**src/rtl/spi_reg_pkg.sv**
```systemverilog
package spi_reg_pkg;

  // word indices (byte offset / 4)
  localparam int IDX_CFG  = 0;
  localparam int IDX_STAT = 1;
  localparam int IDX_ISET = 2;
  localparam int IDX_ICLR = 3;
  localparam int IDX_MASK = 4;
  localparam int IDX_EN   = 5;
  localparam int IDX_DLY  = 6;
  localparam int IDX_TXD  = 7;
  localparam int IDX_RXD  = 8;
  localparam int IDX_IDLE = 9;
  localparam int IDX_WM   = 10;

  localparam int IRQ_W      = 7;
  localparam int BIT_MODF   = 1;
  localparam int BIT_TXLOW  = 2;
  localparam int BIT_TXFULL = 3;
  localparam int BIT_RXNE   = 4;

  typedef enum logic [3:0] {
    SEL_CFG, SEL_STAT, SEL_MASK, SEL_EN, SEL_DLY,
    SEL_RXD, SEL_IDLE, SEL_WM, SEL_NONE
  } rdSel_e;

  typedef struct packed {
    logic   wrCfg;
    logic   wrStat;
    logic   wrISet;
    logic   wrIClr;
    logic   wrEn;
    logic   wrDly;
    logic   wrTxd;
    logic   wrIdle;
    logic   wrWm;
    logic   rdRxd;
    logic   rdHit;
    rdSel_e rdSel;
  } strobe_t;

endpackage

```
**src/rtl/spi_byte_fifo.sv**
```systemverilog
module spi_byte_fifo #(
  parameter int DEPTH = 8
) (
  input  logic       clk,
  input  logic       rst_n,
  input  logic       push,
  input  logic [7:0] din,
  input  logic       pop,
  output logic [7:0] head,
  output logic [$clog2(DEPTH+1)-1:0] level
);
  localparam int AW = (DEPTH > 1) ? $clog2(DEPTH) : 1;
  localparam int CW = $clog2(DEPTH + 1);

  logic [7:0]    mem [DEPTH];
  logic [AW-1:0] wrPtr, rdPtr;
  logic [CW-1:0] count;
  logic          doPush, doPop;

  function automatic logic [AW-1:0] bump(input logic [AW-1:0] p);
    return (p == AW'(DEPTH - 1)) ? '0 : p + 1'b1;
  endfunction

  assign doPush = push && (count != CW'(DEPTH));
  assign doPop  = pop && (count != '0);
  assign head   = mem[rdPtr];
  assign level  = count;

  always_ff @(posedge clk) begin
    if (doPush) mem[wrPtr] <= din;
  end

  always_ff @(posedge clk or negedge rst_n) begin
    if (!rst_n) begin
      wrPtr <= '0;
      rdPtr <= '0;
      count <= '0;
    end else begin
      if (doPush) wrPtr <= bump(wrPtr);
      if (doPop)  rdPtr <= bump(rdPtr);
      case ({doPush, doPop})
        2'b10:   count <= count + 1'b1;
        2'b01:   count <= count - 1'b1;
        default: count <= count;
      endcase
    end
  end

  AST_NO_OVERFLOW: assert property (@(posedge clk) disable iff (!rst_n)
    count <= CW'(DEPTH));
  AST_FULL_PUSH_DROPPED: assert property (@(posedge clk) disable iff (!rst_n)
    (push && !pop && count == CW'(DEPTH)) |=> (count == CW'(DEPTH)));
  AST_EMPTY_POP_HOLDS: assert property (@(posedge clk) disable iff (!rst_n)
    (pop && !push && count == '0) |=> (count == '0));
endmodule

```
**src/rtl/spi_reg_ctrl.sv**
```systemverilog
module spi_reg_ctrl
  import spi_reg_pkg::*;
#(
  parameter int ADDR_W = 8
) (
  input  logic              busWrEn,
  input  logic              busRdEn,
  input  logic [ADDR_W-1:0] busAddr,
  output strobe_t           stb
);
  localparam int WORD_W = ADDR_W - 2;

  logic [WORD_W-1:0] word;
  logic              aligned;

  assign word    = busAddr[ADDR_W-1:2];
  assign aligned = (busAddr[1:0] == 2'b00);

  always_comb begin
    stb       = '0;
    stb.rdSel = SEL_NONE;
    if (aligned && busWrEn) begin
      case (word)
        WORD_W'(IDX_CFG):  stb.wrCfg  = 1'b1;
        WORD_W'(IDX_STAT): stb.wrStat = 1'b1;
        WORD_W'(IDX_ISET): stb.wrISet = 1'b1;
        WORD_W'(IDX_ICLR): stb.wrIClr = 1'b1;
        WORD_W'(IDX_EN):   stb.wrEn   = 1'b1;
        WORD_W'(IDX_DLY):  stb.wrDly  = 1'b1;
        WORD_W'(IDX_TXD):  stb.wrTxd  = 1'b1;
        WORD_W'(IDX_IDLE): stb.wrIdle = 1'b1;
        WORD_W'(IDX_WM):   stb.wrWm   = 1'b1;
        default: ;
      endcase
    end
    if (aligned && busRdEn) begin
      stb.rdHit = 1'b1;
      case (word)
        WORD_W'(IDX_CFG):  stb.rdSel = SEL_CFG;
        WORD_W'(IDX_STAT): stb.rdSel = SEL_STAT;
        WORD_W'(IDX_MASK): stb.rdSel = SEL_MASK;
        WORD_W'(IDX_EN):   stb.rdSel = SEL_EN;
        WORD_W'(IDX_DLY):  stb.rdSel = SEL_DLY;
        WORD_W'(IDX_IDLE): stb.rdSel = SEL_IDLE;
        WORD_W'(IDX_WM):   stb.rdSel = SEL_WM;
        WORD_W'(IDX_RXD): begin
          stb.rdSel = SEL_RXD;
          stb.rdRxd = 1'b1;
        end
        default: stb.rdSel = SEL_NONE;
      endcase
    end
  end
endmodule

```
**src/rtl/spi_reg_dp.sv**
```systemverilog
module spi_reg_dp
  import spi_reg_pkg::*;
#(
  parameter int TX_DEPTH = 8,
  parameter int RX_DEPTH = 8,
  parameter int IDLE_W   = 8
) (
  input  logic              clk,
  input  logic              rst_n,
  input  strobe_t           stb,
  input  logic [31:0]       wdata,
  output logic [31:0]       rdata,
  output logic [31:0]       cfgWord,
  output logic              ctrlEnable,
  output logic [31:0]       delayWord,
  output logic [IDLE_W-1:0] idleCount,
  output logic              txValid,
  output logic [7:0]        txByte,
  input  logic              txPop,
  input  logic              rxPush,
  input  logic [7:0]        rxByte,
  output logic              rxFull,
  input  logic              modeFault,
  output logic              irq
);
  localparam int WM_W  = $clog2(TX_DEPTH);
  localparam int TX_CW = $clog2(TX_DEPTH + 1);
  localparam int RX_CW = $clog2(RX_DEPTH + 1);

  logic [WM_W-1:0]  wmReg;
  logic [IRQ_W-1:0] maskReg, statusVec;
  logic             modfLat;
  logic [TX_CW-1:0] txLevel;
  logic [RX_CW-1:0] rxLevel;
  logic [7:0]       rxHead;
  logic             txLow, txFullNow, rxNotEmpty;

  spi_byte_fifo #(.DEPTH(TX_DEPTH)) uTxFifo (
    .clk(clk), .rst_n(rst_n), .push(stb.wrTxd), .din(wdata[7:0]),
    .pop(txPop), .head(txByte), .level(txLevel));

  spi_byte_fifo #(.DEPTH(RX_DEPTH)) uRxFifo (
    .clk(clk), .rst_n(rst_n), .push(rxPush), .din(rxByte),
    .pop(stb.rdRxd), .head(rxHead), .level(rxLevel));

  assign txValid    = (txLevel != '0);
  assign txFullNow  = (txLevel == TX_CW'(TX_DEPTH));
  assign txLow      = (txLevel < TX_CW'(wmReg));
  assign rxNotEmpty = (rxLevel != '0);
  assign rxFull     = (rxLevel == RX_CW'(RX_DEPTH));

  always_comb begin
    statusVec             = '0;
    statusVec[BIT_MODF]   = modfLat;
    statusVec[BIT_TXLOW]  = txLow;
    statusVec[BIT_TXFULL] = txFullNow;
    statusVec[BIT_RXNE]   = rxNotEmpty;
  end

  assign irq = |(statusVec & maskReg);

  always_ff @(posedge clk or negedge rst_n) begin
    if (!rst_n) begin
      cfgWord    <= '0;
      delayWord  <= '0;
      idleCount  <= '0;
      ctrlEnable <= 1'b0;
      wmReg      <= WM_W'(1);
      maskReg    <= '0;
      modfLat    <= 1'b0;
    end else begin
      if (stb.wrCfg)  cfgWord    <= wdata;
      if (stb.wrDly)  delayWord  <= wdata;
      if (stb.wrIdle) idleCount  <= wdata[IDLE_W-1:0];
      if (stb.wrEn)   ctrlEnable <= wdata[0];
      if (stb.wrWm)   wmReg      <= wdata[WM_W-1:0];
      if (stb.wrISet)      maskReg <= maskReg | wdata[IRQ_W-1:0];
      else if (stb.wrIClr) maskReg <= maskReg & ~wdata[IRQ_W-1:0];
      if (modeFault)                         modfLat <= 1'b1;
      else if (stb.wrStat && wdata[BIT_MODF]) modfLat <= 1'b0;
    end
  end

  always_ff @(posedge clk or negedge rst_n) begin
    if (!rst_n) begin
      rdata <= '0;
    end else if (stb.rdHit) begin
      case (stb.rdSel)
        SEL_CFG:  rdata <= cfgWord;
        SEL_STAT: rdata <= 32'(statusVec);
        SEL_MASK: rdata <= 32'(maskReg);
        SEL_EN:   rdata <= 32'(ctrlEnable);
        SEL_DLY:  rdata <= delayWord;
        SEL_IDLE: rdata <= 32'(idleCount);
        SEL_WM:   rdata <= 32'(wmReg);
        SEL_RXD:  rdata <= rxNotEmpty ? 32'(rxHead) : 32'd0;
        default:  rdata <= '0;
      endcase
    end
  end

  AST_MASK_SET: assert property (@(posedge clk) disable iff (!rst_n)
    stb.wrISet |=> ((maskReg & $past(wdata[IRQ_W-1:0])) == $past(wdata[IRQ_W-1:0])));
  AST_MASK_CLEAR: assert property (@(posedge clk) disable iff (!rst_n)
    (stb.wrIClr && !stb.wrISet) |=> ((maskReg & $past(wdata[IRQ_W-1:0])) == '0));
  AST_MODF_STICKY: assert property (@(posedge clk) disable iff (!rst_n)
    (modfLat && !(stb.wrStat && wdata[BIT_MODF])) |=> modfLat);
  AST_MODF_CAPTURE: assert property (@(posedge clk) disable iff (!rst_n)
    modeFault |=> modfLat);
  AST_EMPTY_READ_ZERO: assert property (@(posedge clk) disable iff (!rst_n)
    (stb.rdRxd && rxLevel == '0) |=> (rdata == 32'd0));
  AST_IRQ_QUIET: assert property (@(posedge clk) disable iff (!rst_n)
    (maskReg == '0) |-> !irq);
  AST_READ_HOLD: assert property (@(posedge clk) disable iff (!rst_n)
    !stb.rdHit |=> $stable(rdata));
endmodule

```
**src/rtl/spi_reg_front.sv**
```systemverilog
module spi_reg_front
  import spi_reg_pkg::*;
#(
  parameter int ADDR_W   = 8,
  parameter int TX_DEPTH = 8,
  parameter int RX_DEPTH = 8
) (
  input  logic              clk,
  input  logic              rst_n,
  input  logic              busWrEn,
  input  logic              busRdEn,
  input  logic [ADDR_W-1:0] busAddr,
  input  logic [31:0]       busWdata,
  output logic [31:0]       busRdata,
  output logic [31:0]       cfgWord,
  output logic              ctrlEnable,
  output logic [31:0]       delayWord,
  output logic [7:0]        idleCount,
  output logic              txValid,
  output logic [7:0]        txByte,
  input  logic              txPop,
  input  logic              rxPush,
  input  logic [7:0]        rxByte,
  output logic              rxFull,
  input  logic              modeFault,
  output logic              irq
);
  strobe_t stb;

  spi_reg_ctrl #(.ADDR_W(ADDR_W)) uCtrl (
    .busWrEn(busWrEn), .busRdEn(busRdEn), .busAddr(busAddr), .stb(stb));

  spi_reg_dp #(.TX_DEPTH(TX_DEPTH), .RX_DEPTH(RX_DEPTH), .IDLE_W(8)) uDp (
    .clk(clk), .rst_n(rst_n), .stb(stb), .wdata(busWdata), .rdata(busRdata),
    .cfgWord(cfgWord), .ctrlEnable(ctrlEnable), .delayWord(delayWord),
    .idleCount(idleCount), .txValid(txValid), .txByte(txByte), .txPop(txPop),
    .rxPush(rxPush), .rxByte(rxByte), .rxFull(rxFull),
    .modeFault(modeFault), .irq(irq));
endmodule

```
**config.mk**
```make
export PLATFORM = sky130hd
export DESIGN_NAME = spi_reg_front
export DESIGN_NICKNAME = d
export VERILOG_FILES = /design/src/rtl/spi_reg_pkg.sv /design/src/rtl/spi_byte_fifo.sv /design/src/rtl/spi_reg_ctrl.sv /design/src/rtl/spi_reg_dp.sv /design/src/rtl/spi_reg_front.sv
export SDC_FILE = /design/constraint.sdc
export NUM_CORES = 1
export LEC_CHECK = 0
export ABC_AREA = 1
export BUFFER_PORTS_ARGS = -buffer_cell sky130_fd_sc_hd__buf_4
export CORE_ASPECT_RATIO = 1.2
export CORE_MARGIN = 3
export CORE_UTILIZATION = 35
export DETAILED_ROUTE_END_ITERATION = 8
export PLACE_DENSITY = 0.6
export SLEW_MARGIN = 20
export SYNTH_ARGS = -nofsm -noshare
export SYNTH_HDL_FRONTEND = slang
export SYNTH_SLANG_ARGS = --single-unit
```
**constraint.sdc**
```tcl
create_clock -name clk -period 2.5 [get_ports clk]
set_input_delay 0.125 -clock clk [delete_from_list [all_inputs] [get_ports clk]]
set_output_delay 0.125 -clock clk [all_outputs]
set_load 0.05 [all_outputs]
```
==> results.cfg, run 1 <==
[worst_setup_path]
cpMostUsedCell = buf_4
cp.arrival_ns = 2.21
crit_buf_inv = 3
critPathSlowestCell = dfrtp_1
critPathMaxStageDelay_ns = 0.53
start_kind = flop
path_cells = inv_1, buf_4, o21ai_0, o22ai_1, nor2_1, a31oi_1, buf_4
cp_top_family = buffers and inverters
endpoint_kind = output pin
critical_path_class = reg -> out
crit_path_max_fanout = 11
required_ns = 2.38

[synth]
synth_top_area_share_pct = 33.5
netlist_instances = 1160
syn_area_um2 = 11500
synthFlopType = dfrtp_1
synth_enable_flop_cells = 128
synth_area_leaders = edfxtp_1 (34%), dfrtp_1 (29%), nand2_1 (8.0%), o21ai_0 (6.7%), nor2_1 (4.5%)
synth_warnings = 0
synth.net_count = 1233
avgSynthCellArea_um2 = 9.88
ys_types = 39
seq_area_frac_synth_pct = 63.2
async_flop_share_pct = 51.5
synth_seq_cells = 264
yosys.area.top_type = edfxtp_1

[power]
powerDensity_nw_per_um2 = 845
finalPower_uw = 12600
vdd_ir_drop_max_v = 0.000605
power.leakage_uw = 0.00665

[clock_tree]
htreeDepth = 1
cts_root_buffer = clkbuf_16
clkSinkCount = 264
clk_latency_ns = 0.54
clk_pin_slew_ns = 0.06
clockBufferDepth = 3
cts_buffers = 28
cts_tree = yes

[layout]
nNetsFinal = 1471
final_core_util_pct = 46.7
area_growth_pct = 29.6
antenna_cells = 0
stdcell_area_um2 = 14900
layout-drive-gt1-share_pct = 20.5

[timing]
final-max-slew-violation-count = 0
period_share_pct = 93.6
min_period_ns = 2.34
final-hold-violation-count = 0
fin_hold_ws_ns = 0.0270
finalSetupViolations = 0
fin_setup_tns_ns = 0
max_slew_margin_pct = 55.2
tightest_slew_ns = 0.672
max_freq_ghz = 0.427
finalClockSkew_ns = 0.0165

[global_route]
grt_pass1_wl_mm = 50.2
antenna_found_initial = 4
grt_use_total_pct = 18.3
grt_overflow = 0
grt_pass1_vias = 8918
grt_max_degree = 68

[detailed_routing]
wl_mm = 32.8
first_iter_violations = 799
drc = 0
via_per_inst = 5.04
post_drt_wl_per_cell_um = 18.1
vias = 9162
dr.pass1.iters = 6
final_antenna_net_count = 0

[die]
rows = 71
die_x_um = 171
die_area_um2 = 35000
fp.dieH_um = 204
core_um2 = 31800
io_pins = 171
start_util_pct = 36.0

[placed_design]
place_area_um2 = 13400
dp_hpwl_mm = 22.2
port_buffers = 170
gp_congestion = 0.805

[worst_hold_path]
hold_class = in -> reg

[flow_run]
drv_cap = 0

[status]
status = completed
[final cells by class]
cell class,count,area [um2]
Fill cell,2993,16900
Sequential cell,264,7250
Timing Repair Buffer,263,2140
Multi-Input combinational cell,747,3660
Inverter,94,353
Clock inverter,11,155
Tap cell,401,502
Clock buffer,38,800
[routing by layer]
layer	GRT usage, %	wire length [um]	vias to the layer above
met5	0	68	-
met4	5.75	935	8
met3	3.25	2110	68
met2	30.5	16000	314
met1	24.2	13700	4378
li1	-	-	4394
[power breakdown]
part           switching [uW]  total [uW]  leakage, uW  internal, uW
Sequential                229        5130      0.00298          4900
Clock                    1650        4280     0.000469          2630
Combinational            2120        3140      0.00320          1020
[layout by cell type (no fill, tap or decap), types with 14 or more instances in the layout]
master and instances:
buf_4 214, clkbuf_16 29, nand2_1 242, o21ai_0 154, nor2_1 136, nand4_1 44
ha_1 14, edfxtp_1 128, dlygate4sd3_1 44, nand3_1 70, dfrtp_1 135, inv_1 87
[worst register-to-register path, stage by stage (launching register included)]
cell	delay, ns
dfrtp_1	0.41
nor2_1	0.16
nand3_1	0.12
inv_1	0.13
nor4_1	0.07
buf_4	0.15
ha_2	0.20
ha_1	0.30
nand2_1	0.07
nor2_1	0.04
a211oi_2	0.17
nor2_1	0.07
nor2_1	0.08
nand2_1	0.07
xor2_1	0.14
[cell families after synthesis]
logic type,Yosys count,share of synthesized area (%)
DFF,264,63.2
and+or+nand+nor,526,19.8
AOI/OAI and AO/OA,197,9.09
adders and majority gates,18,2.10
xor gates and xnor gates,6,0.458
buffers and inverters,149,5.27
[Yosys cell counts, types with 2 or more instances]
master / instances
nand2_1: 243
o21ai_0: 154
nor2_1: 136
dfrtp_1: 135
edfxtp_1: 128
inv_1: 87
nand3_1: 73
nand4_1: 44
clkbuf_1: 36
ha_1: 16
o22ai_1: 13
buf_2: 11
nor3_1: 9
a21oi_1: 8
a31oi_1: 8
o211ai_1: 7
nor2_2: 5
buf_4: 4
inv_2: 4
nor2_4: 4
xor2_1: 4
clkinv_1: 3
o21ai_1: 3
or2_2: 3
a211oi_1: 2
buf_6: 2
fa_1: 2
nand2_2: 2
nand3_2: 2
nor4_1: 2
xnor2_1: 2
[final timing paths]
path	from	end	slack (ns)	depth (start not counted)
max	uDp.uTxFifo.rdPtr[1]	txByte[2]	0.16	7
min	rxPush	uDp.uRxFifo.wrPtr[0]	0.03	4
max reg2reg	uDp.uRxFifo.level[1]	uDp.uRxFifo.level[3]	0.19	14
min reg2reg	uDp.uTxFifo.level[0]	uDp.uTxFifo.level[0]	0.50	1
max in group asynchronous	rst_n	uDp.uRxFifo.level[3]	1.58	3
min in group asynchronous	rst_n	uDp.cfgWord[27]	0.16	2
[metrics by stage]
step           std cells  worst slack (ns)
6_report            1818             0.161
2_1_floorplan       1160             0.110
5_1_grt             1818          -0.00258
3_3_place_gp        1724             0.138
3_5_place_dp        1724            0.0958
4_1_cts             1817            0.0690
[registers in the layout, indices dropped and copies added, names as in the netlist, named ones only]
signal / cells
uDp.uRxFifo.rdPtr: 3
uDp.uTxFifo.rdPtr: 3
uDp.rdata: 32
uDp.cfgWord: 32
uDp.uTxFifo.wrPtr: 3
uDp.delayWord: 32
uDp.ctrlEnable: 1
uDp.idleCount: 8
uDp.modfLat: 1
uDp.wmReg: 3
uDp.uRxFifo.wrPtr: 3
uDp.uTxFifo.mem: 64
uDp.uRxFifo.level: 4
uDp.uTxFifo.level: 4
uDp.uRxFifo.mem: 64
[repair_timing]
action / in CTS / in global routing
hold buffers: 44 / 0
setup endpoints to repair: 0 / 2
gates resized for setup: 0 / 4
hold endpoints to repair: 244 / 0
setup buffers: 0 / 1
(Power assumes the default switching activity.)
==> inputs of run 2 (changes only) <==
--- a/config.mk
+++ b/config.mk
@@ -8,7 +8,6 @@
 export ABC_AREA = 1
 export BUFFER_PORTS_ARGS = -buffer_cell sky130_fd_sc_hd__buf_4
 export CORE_ASPECT_RATIO = 1.2
-export CORE_MARGIN = 3
 export CORE_UTILIZATION = 35
 export DETAILED_ROUTE_END_ITERATION = 8
 export PLACE_DENSITY = 0.6
==> results.cfg, run 2 (synthesized netlist as in run 1, its figures left out) <==
[detailed_routing]
final_antenna_net_count = 0
wl_mm = 31.2
wl_met3_mm = 1.63
wirelength_met1_mm = 13.4
dr_wl_met2_mm = 15.1
drc = 0
vias = 9071
via_per_inst = 4.96
top_layer_used = met5
post_drt_wl_per_cell_um = 17.1
dr.pass1.iters = 7
first_iter_violations = 823

[placed_design]
dp.cells = 1729
gp_congestion = 0.834
dp_hpwl_mm = 20.6
port_buffers = 170
dpl_worst_slack_ns = -0.141

[worst_setup_path]
critPathMaxStageDelay_ns = 0.41
critical_path_class = reg -> reg
rr_startpoint = uDp.uRxFifo.level[1]
required_ns = 2.93
cpMostUsedCell = nor2_1
cp.depth = 12
crit_path_max_fanout = 4
critPathSlowestCell = dfrtp_1
endpoint_kind = flop
reg2reg_to = uDp.uRxFifo.level[3]
crit_buf_inv = 0
cp.arrival_ns = 2.77
path_cells = nor2_1, nand3_1, nand2_1, ha_1, ha_1, nand2_1, nor2_1, a211oi_2, nor2_1, nor2_1, nand2_1, xor2_1
r2r_slack_ns = 0.16
cp_top_family = simple AND/OR/NAND/NOR gates
start_kind = flop
reg2reg_depth = 12

[layout]
layout_common_cells = nand2_1 (242), buf_4 (213), o21ai_0 (154)
nNetsFinal = 1470
area_growth_pct = 29.4
fin_cells = 1827
fillCellCount = 3051
multi_input_area_um2 = 3660
layout-drive-gt1-share_pct = 20.4
seq_area_um2 = 7250
final_core_util_pct = 46.0
reg.largest.list = uDp.uRxFifo.mem: 64 flops, uDp.uTxFifo.mem: 64 flops
final_common_cell = nand2_1

[global_route]
grt_use_total_pct = 18.5
grt_pass1_wl_mm = 48.7
grt_overflow = 0
antenna_found_initial = 2
grt_pass1_vias = 8658
grt_max_degree = 67

[clock_tree]
cts_root_buffer = clkbuf_16
cts_tree = yes
cts_buffers = 28
clkSinkCount = 264
clk_pin_slew_ns = 0.06
clk_latency_ns = 0.55
clockBufferDepth = 3
htreeDepth = 1

[die]
rows = 72
start_util_pct = 35.5
die_area_um2 = 33500
fp.dieH_um = 200
core_um2 = 32300
io_pins = 171
die_x_um = 167

[worst_hold_path]
holdPathEnd = uDp.uTxFifo.rdPtr[0]
hold_depth = 4
hold_class = in -> reg
hold_path.startpoint = txPop

[timing]
finalClockSkew_ns = 0.0224
period_share_pct = 93.5
max_freq_ghz = 0.428
fin_setup_tns_ns = 0
final-hold-violation-count = 0
max_slew_margin_pct = 56.2
rsz0062_at_grt = false
tightest_slew_ns = 0.657
final-max-slew-violation-count = 0
finalSetupViolations = 0
fin_ws_ns = 0.162
min_period_ns = 2.34

[status]
status = completed

[power]
powerDensity_nw_per_um2 = 835
finalPower_uw = 12400
power.leakage_uw = 0.00664
vdd_ir_drop_max_v = 0.000581

[flow_run]
drv_cap = 0
-- run 2: cell count changes in the layout (fill, tap and decap cells not counted), sizes merged --
cell    before  now
clkbuf      38   42
diode        0    1
buf        219  218
bufinv       4    3
-- run 2: stage by stage --
stage / hold WS (ns) / cell area, um2
6_report: 0.0284 / 14800
5_1_grt: 0.0702 / 14800
4_1_cts: 0.0184 / 14800
3_5_place_dp: 0.176 / 13400
3_3_place_gp: 0.164 / 13400
2_1_floorplan: -0.171 / 11500
-- run 2: layer usage --
| metal | up-vias | global-route usage [%] |
|---|---|---|
| li1 | 4412 | - |
| met2 | 250 | 30.9 |
| met1 | 4344 | 24.3 |
| met3 | 61 | 2.81 |
| met5 | - | 0 |
| met4 | 4 | 6.42 |
-- run 2: worst reg2reg max path, stage by stage, from the launching register on --
cell and delay (ns):
dfrtp_1 0.41, nor2_1 0.16, nand3_1 0.20, nand2_1 0.24
ha_1 0.23, ha_1 0.29, nand2_1 0.08, nor2_1 0.05
a211oi_2 0.19, nor2_1 0.07, nor2_1 0.09, nand2_1 0.06
xor2_1 0.14
-- run 2: report_power, final --
group | switching [uW] | leakage (uW) | internal (uW)
Sequential | 192 | 0.00298 | 4900
Combinational | 2120 | 0.00321 | 1000
Clock | 1680 | 0.000459 | 2500
Total | 3980 | 0.00664 | 8400
-- run 2: worst max-delay path by stage --
| stage | startpoint | to |
|---|---|---|
| finish | uDp.uRxFifo.level[1] | uDp.uRxFifo.level[3] |
| global route | uDp.uRxFifo.level[1] | uDp.uRxFifo.level[3] |
| CTS | uDp.uRxFifo.level[1] | uDp.uRxFifo.level[3] |
| detailed placement | uDp.uRxFifo.level[1] | uDp.uRxFifo.level[3] |
| global placement | uDp.uRxFifo.level[1] | uDp.uRxFifo.level[3] |
| floorplan | uDp.uRxFifo.level[1] | uDp.uRxFifo.level[3] |
-- run 2: area by class of cell --
class	instances	share of cell area (%)
Antenna cell	1	0.0169
Clock buffer	42	5.35
Clock inverter	10	0.945
Inverter	94	2.38
Multi-Input combinational cell	747	24.7
Sequential cell	264	48.9
Tap cell	407	3.43
Timing Repair Buffer	262	14.4
-- run 2: what timing repair did --
item / 4_1_cts / 5_1_grt
hold endpoints to repair: 253 / 0
endpoints found under the setup margin: 1 / 2
setup buffers: 0 / 1
cloned: 0 / 0
pin swaps: 0 / 1
gates resized for setup: 1 / 2
hold buffers: 44 / 0
==> inputs of run 3 (changes only) <==
--- a/config.mk
+++ b/config.mk
@@ -7,10 +7,11 @@
 export LEC_CHECK = 0
 export ABC_AREA = 1
 export BUFFER_PORTS_ARGS = -buffer_cell sky130_fd_sc_hd__buf_4
+export CAP_MARGIN = 40
 export CORE_ASPECT_RATIO = 1.2
 export CORE_UTILIZATION = 35
 export DETAILED_ROUTE_END_ITERATION = 8
-export PLACE_DENSITY = 0.6
+export PLACE_DENSITY_LB_ADDON = 0.25
 export SLEW_MARGIN = 20
 export SYNTH_ARGS = -nofsm -noshare
 export SYNTH_HDL_FRONTEND = slang
==> results.cfg, run 3 (synthesized netlist as in run 1, its figures left out) <==
[layout]
fillCellCount = 3084
multi_input_area_um2 = 3660
stdcell_area_um2 = 14900
area_growth_pct = 29.8
seq_area_um2 = 7250
reg.largest.list = uDp.uRxFifo.mem: 64 flops, uDp.uTxFifo.mem: 64 flops
antenna_cells = 0
layout-drive-gt1-share_pct = 20.4
nNetsFinal = 1471
final_common_cell = nand2_1
layout_common_cells = nand2_1 (242), buf_4 (211), o21ai_0 (154)
final_core_util_pct = 46.1

[timing]
period_share_pct = 91.4
tightest_slew_ns = 0.597
max_freq_ghz = 0.438
finalClockSkew_ns = 0.0129
min_period_ns = 2.29
finalSetupViolations = 0
fin_setup_tns_ns = 0
final-max-slew-violation-count = 0
rsz0062_at_grt = false
max_slew_margin_pct = 60.2
final-hold-violation-count = 0

[power]
power.leakage_uw = 0.00666
powerDensity_nw_per_um2 = 843
vdd_ir_drop_max_v = 0.000502
finalPower_uw = 12500

[global_route]
grt_max_degree = 65
grt_pass1_vias = 8923
grt_pass1_wl_mm = 49.8
grt_use_total_pct = 19.0
grt_overflow = 0
antenna_found_initial = 1

[worst_hold_path]
hold_class = in -> reg

[placed_design]
port_buffers = 170
place_area_um2 = 13500
dp_hpwl_mm = 21.4
gp_congestion = 0.849

[worst_setup_path]
critPathMaxStageDelay_ns = 0.41
crit_end = uDp.uRxFifo.level[3]
rr_startpoint = uDp.uRxFifo.level[1]
critPathSlowestCell = dfrtp_1
r2r_slack_ns = 0.21
critical_path_class = reg -> reg
required_ns = 2.93
start_kind = flop
reg2reg_to = uDp.uRxFifo.level[3]
path_cells = nor2_2, nand3_1, inv_1, nor4_1, buf_4, ha_1, ha_1, nand2_1, nor2_1, a211oi_2, nor2_1, nor2_1, nand2_1, xor2_1
cp.arrival_ns = 2.72
crit_path_max_fanout = 4
endpoint_kind = flop
reg2reg_depth = 14
cpMostUsedCell = nor2_1
startpoint = uDp.uRxFifo.level[1]

[clock_tree]
clockBufferDepth = 3
htreeDepth = 1
cts_tree = yes
clk_pin_slew_ns = 0.06
clkSinkCount = 264
clk_latency_ns = 0.54
cts_root_buffer = clkbuf_16
cts_buffers = 29

[die]
rows = 72
core_um2 = 32300
fp.dieH_um = 200
io_pins = 171
die_area_um2 = 33500
start_util_pct = 35.5
die_x_um = 167

[status]
status = completed

[detailed_routing]
vias = 9119
dr.pass1.iters = 5
final_antenna_net_count = 0
post_drt_wl_per_cell_um = 17.4
first_iter_violations = 609
wl_mm = 31.8
drc = 0
via_per_inst = 4.99

[flow_run]
drv_cap = 0
-- run 3: changes by cell type in the layout (fill, tap and decap cells not counted), sizes merged --
cell    before  now
diode        1    0
inv         91   92
bufinv       3    5
clkbuf      42   39
-- run 3: power breakdown --
group | switching [uW] | internal [uW] | total (uW)
logic | 2120 | 1010 | 3130
registers | 192 | 4900 | 5100
clock network | 1680 | 2640 | 4320
total | 4000 | 8550 | 12500
-- run 3: metal layers --
layer | track usage, % | vias to the layer above | part of all wire (%)
li1 | - | 4412 | -
met1 | 24.7 | 4411 | 42
met2 | 32.8 | 239 | 51
met3 | 2.92 | 55 | 4.9
met4 | 5.41 | 2 | 2.3
met5 | 0 | - | 0.038
-- run 3: area by class of cell --
type                    count  area share (%)
inverters                  94            2.37
repair buffers            262            14.5
multi-input cells         747            24.6
clock buffers              39            5.13
well taps                 407            3.42
flip-flops and latches    264            48.7
clock inverters            13            1.28
-- run 3: through the flow --
step,std cells,hold WS (ns),setup WS [ns]
2_1_floorplan,1160,-0.171,0.110
3_3_place_gp,1730,0.113,0.160
3_5_place_dp,1730,0.113,0.139
4_1_cts,1826,0.0119,0.114
5_1_grt,1826,0.0604,0.0333
6_report,1826,0.0237,0.214
-- run 3: worst min path at each step --
stage	startpoint	endpoint	slack, ns	cells past startpoint
2_1_floorplan	rst_n	async pin	-0.17	0
3_3_place_gp	rst_n	uDp.rdata[14]	0.11	1
3_5_place_dp	rst_n	uDp.rdata[14]	0.11	1
4_1_cts	txPop	uDp.uTxFifo.rdPtr[1]	0.01	4
5_1_grt	rxPush	uDp.uRxFifo.wrPtr[0]	0.06	4
6_report	rxPush	uDp.uRxFifo.wrPtr[0]	0.02	4
-- run 3: worst max-delay path: cells and delay by family, from the launching register on --
kind            cells  cell delay [ns]
compound gates      1             0.17
xor+xnor            1             0.13
fa+ha+maj           2             0.57
buf+inv             2             0.27
flops               1             0.41
simple gates        8             0.62
-- run 3: what timing repair did --
item	CTS	global route
setup buffers	0	0
hold buffers	44	0
endpoints found under the hold margin	241	0
gates resized for setup	0	5
endpoints found under the setup margin	0	2
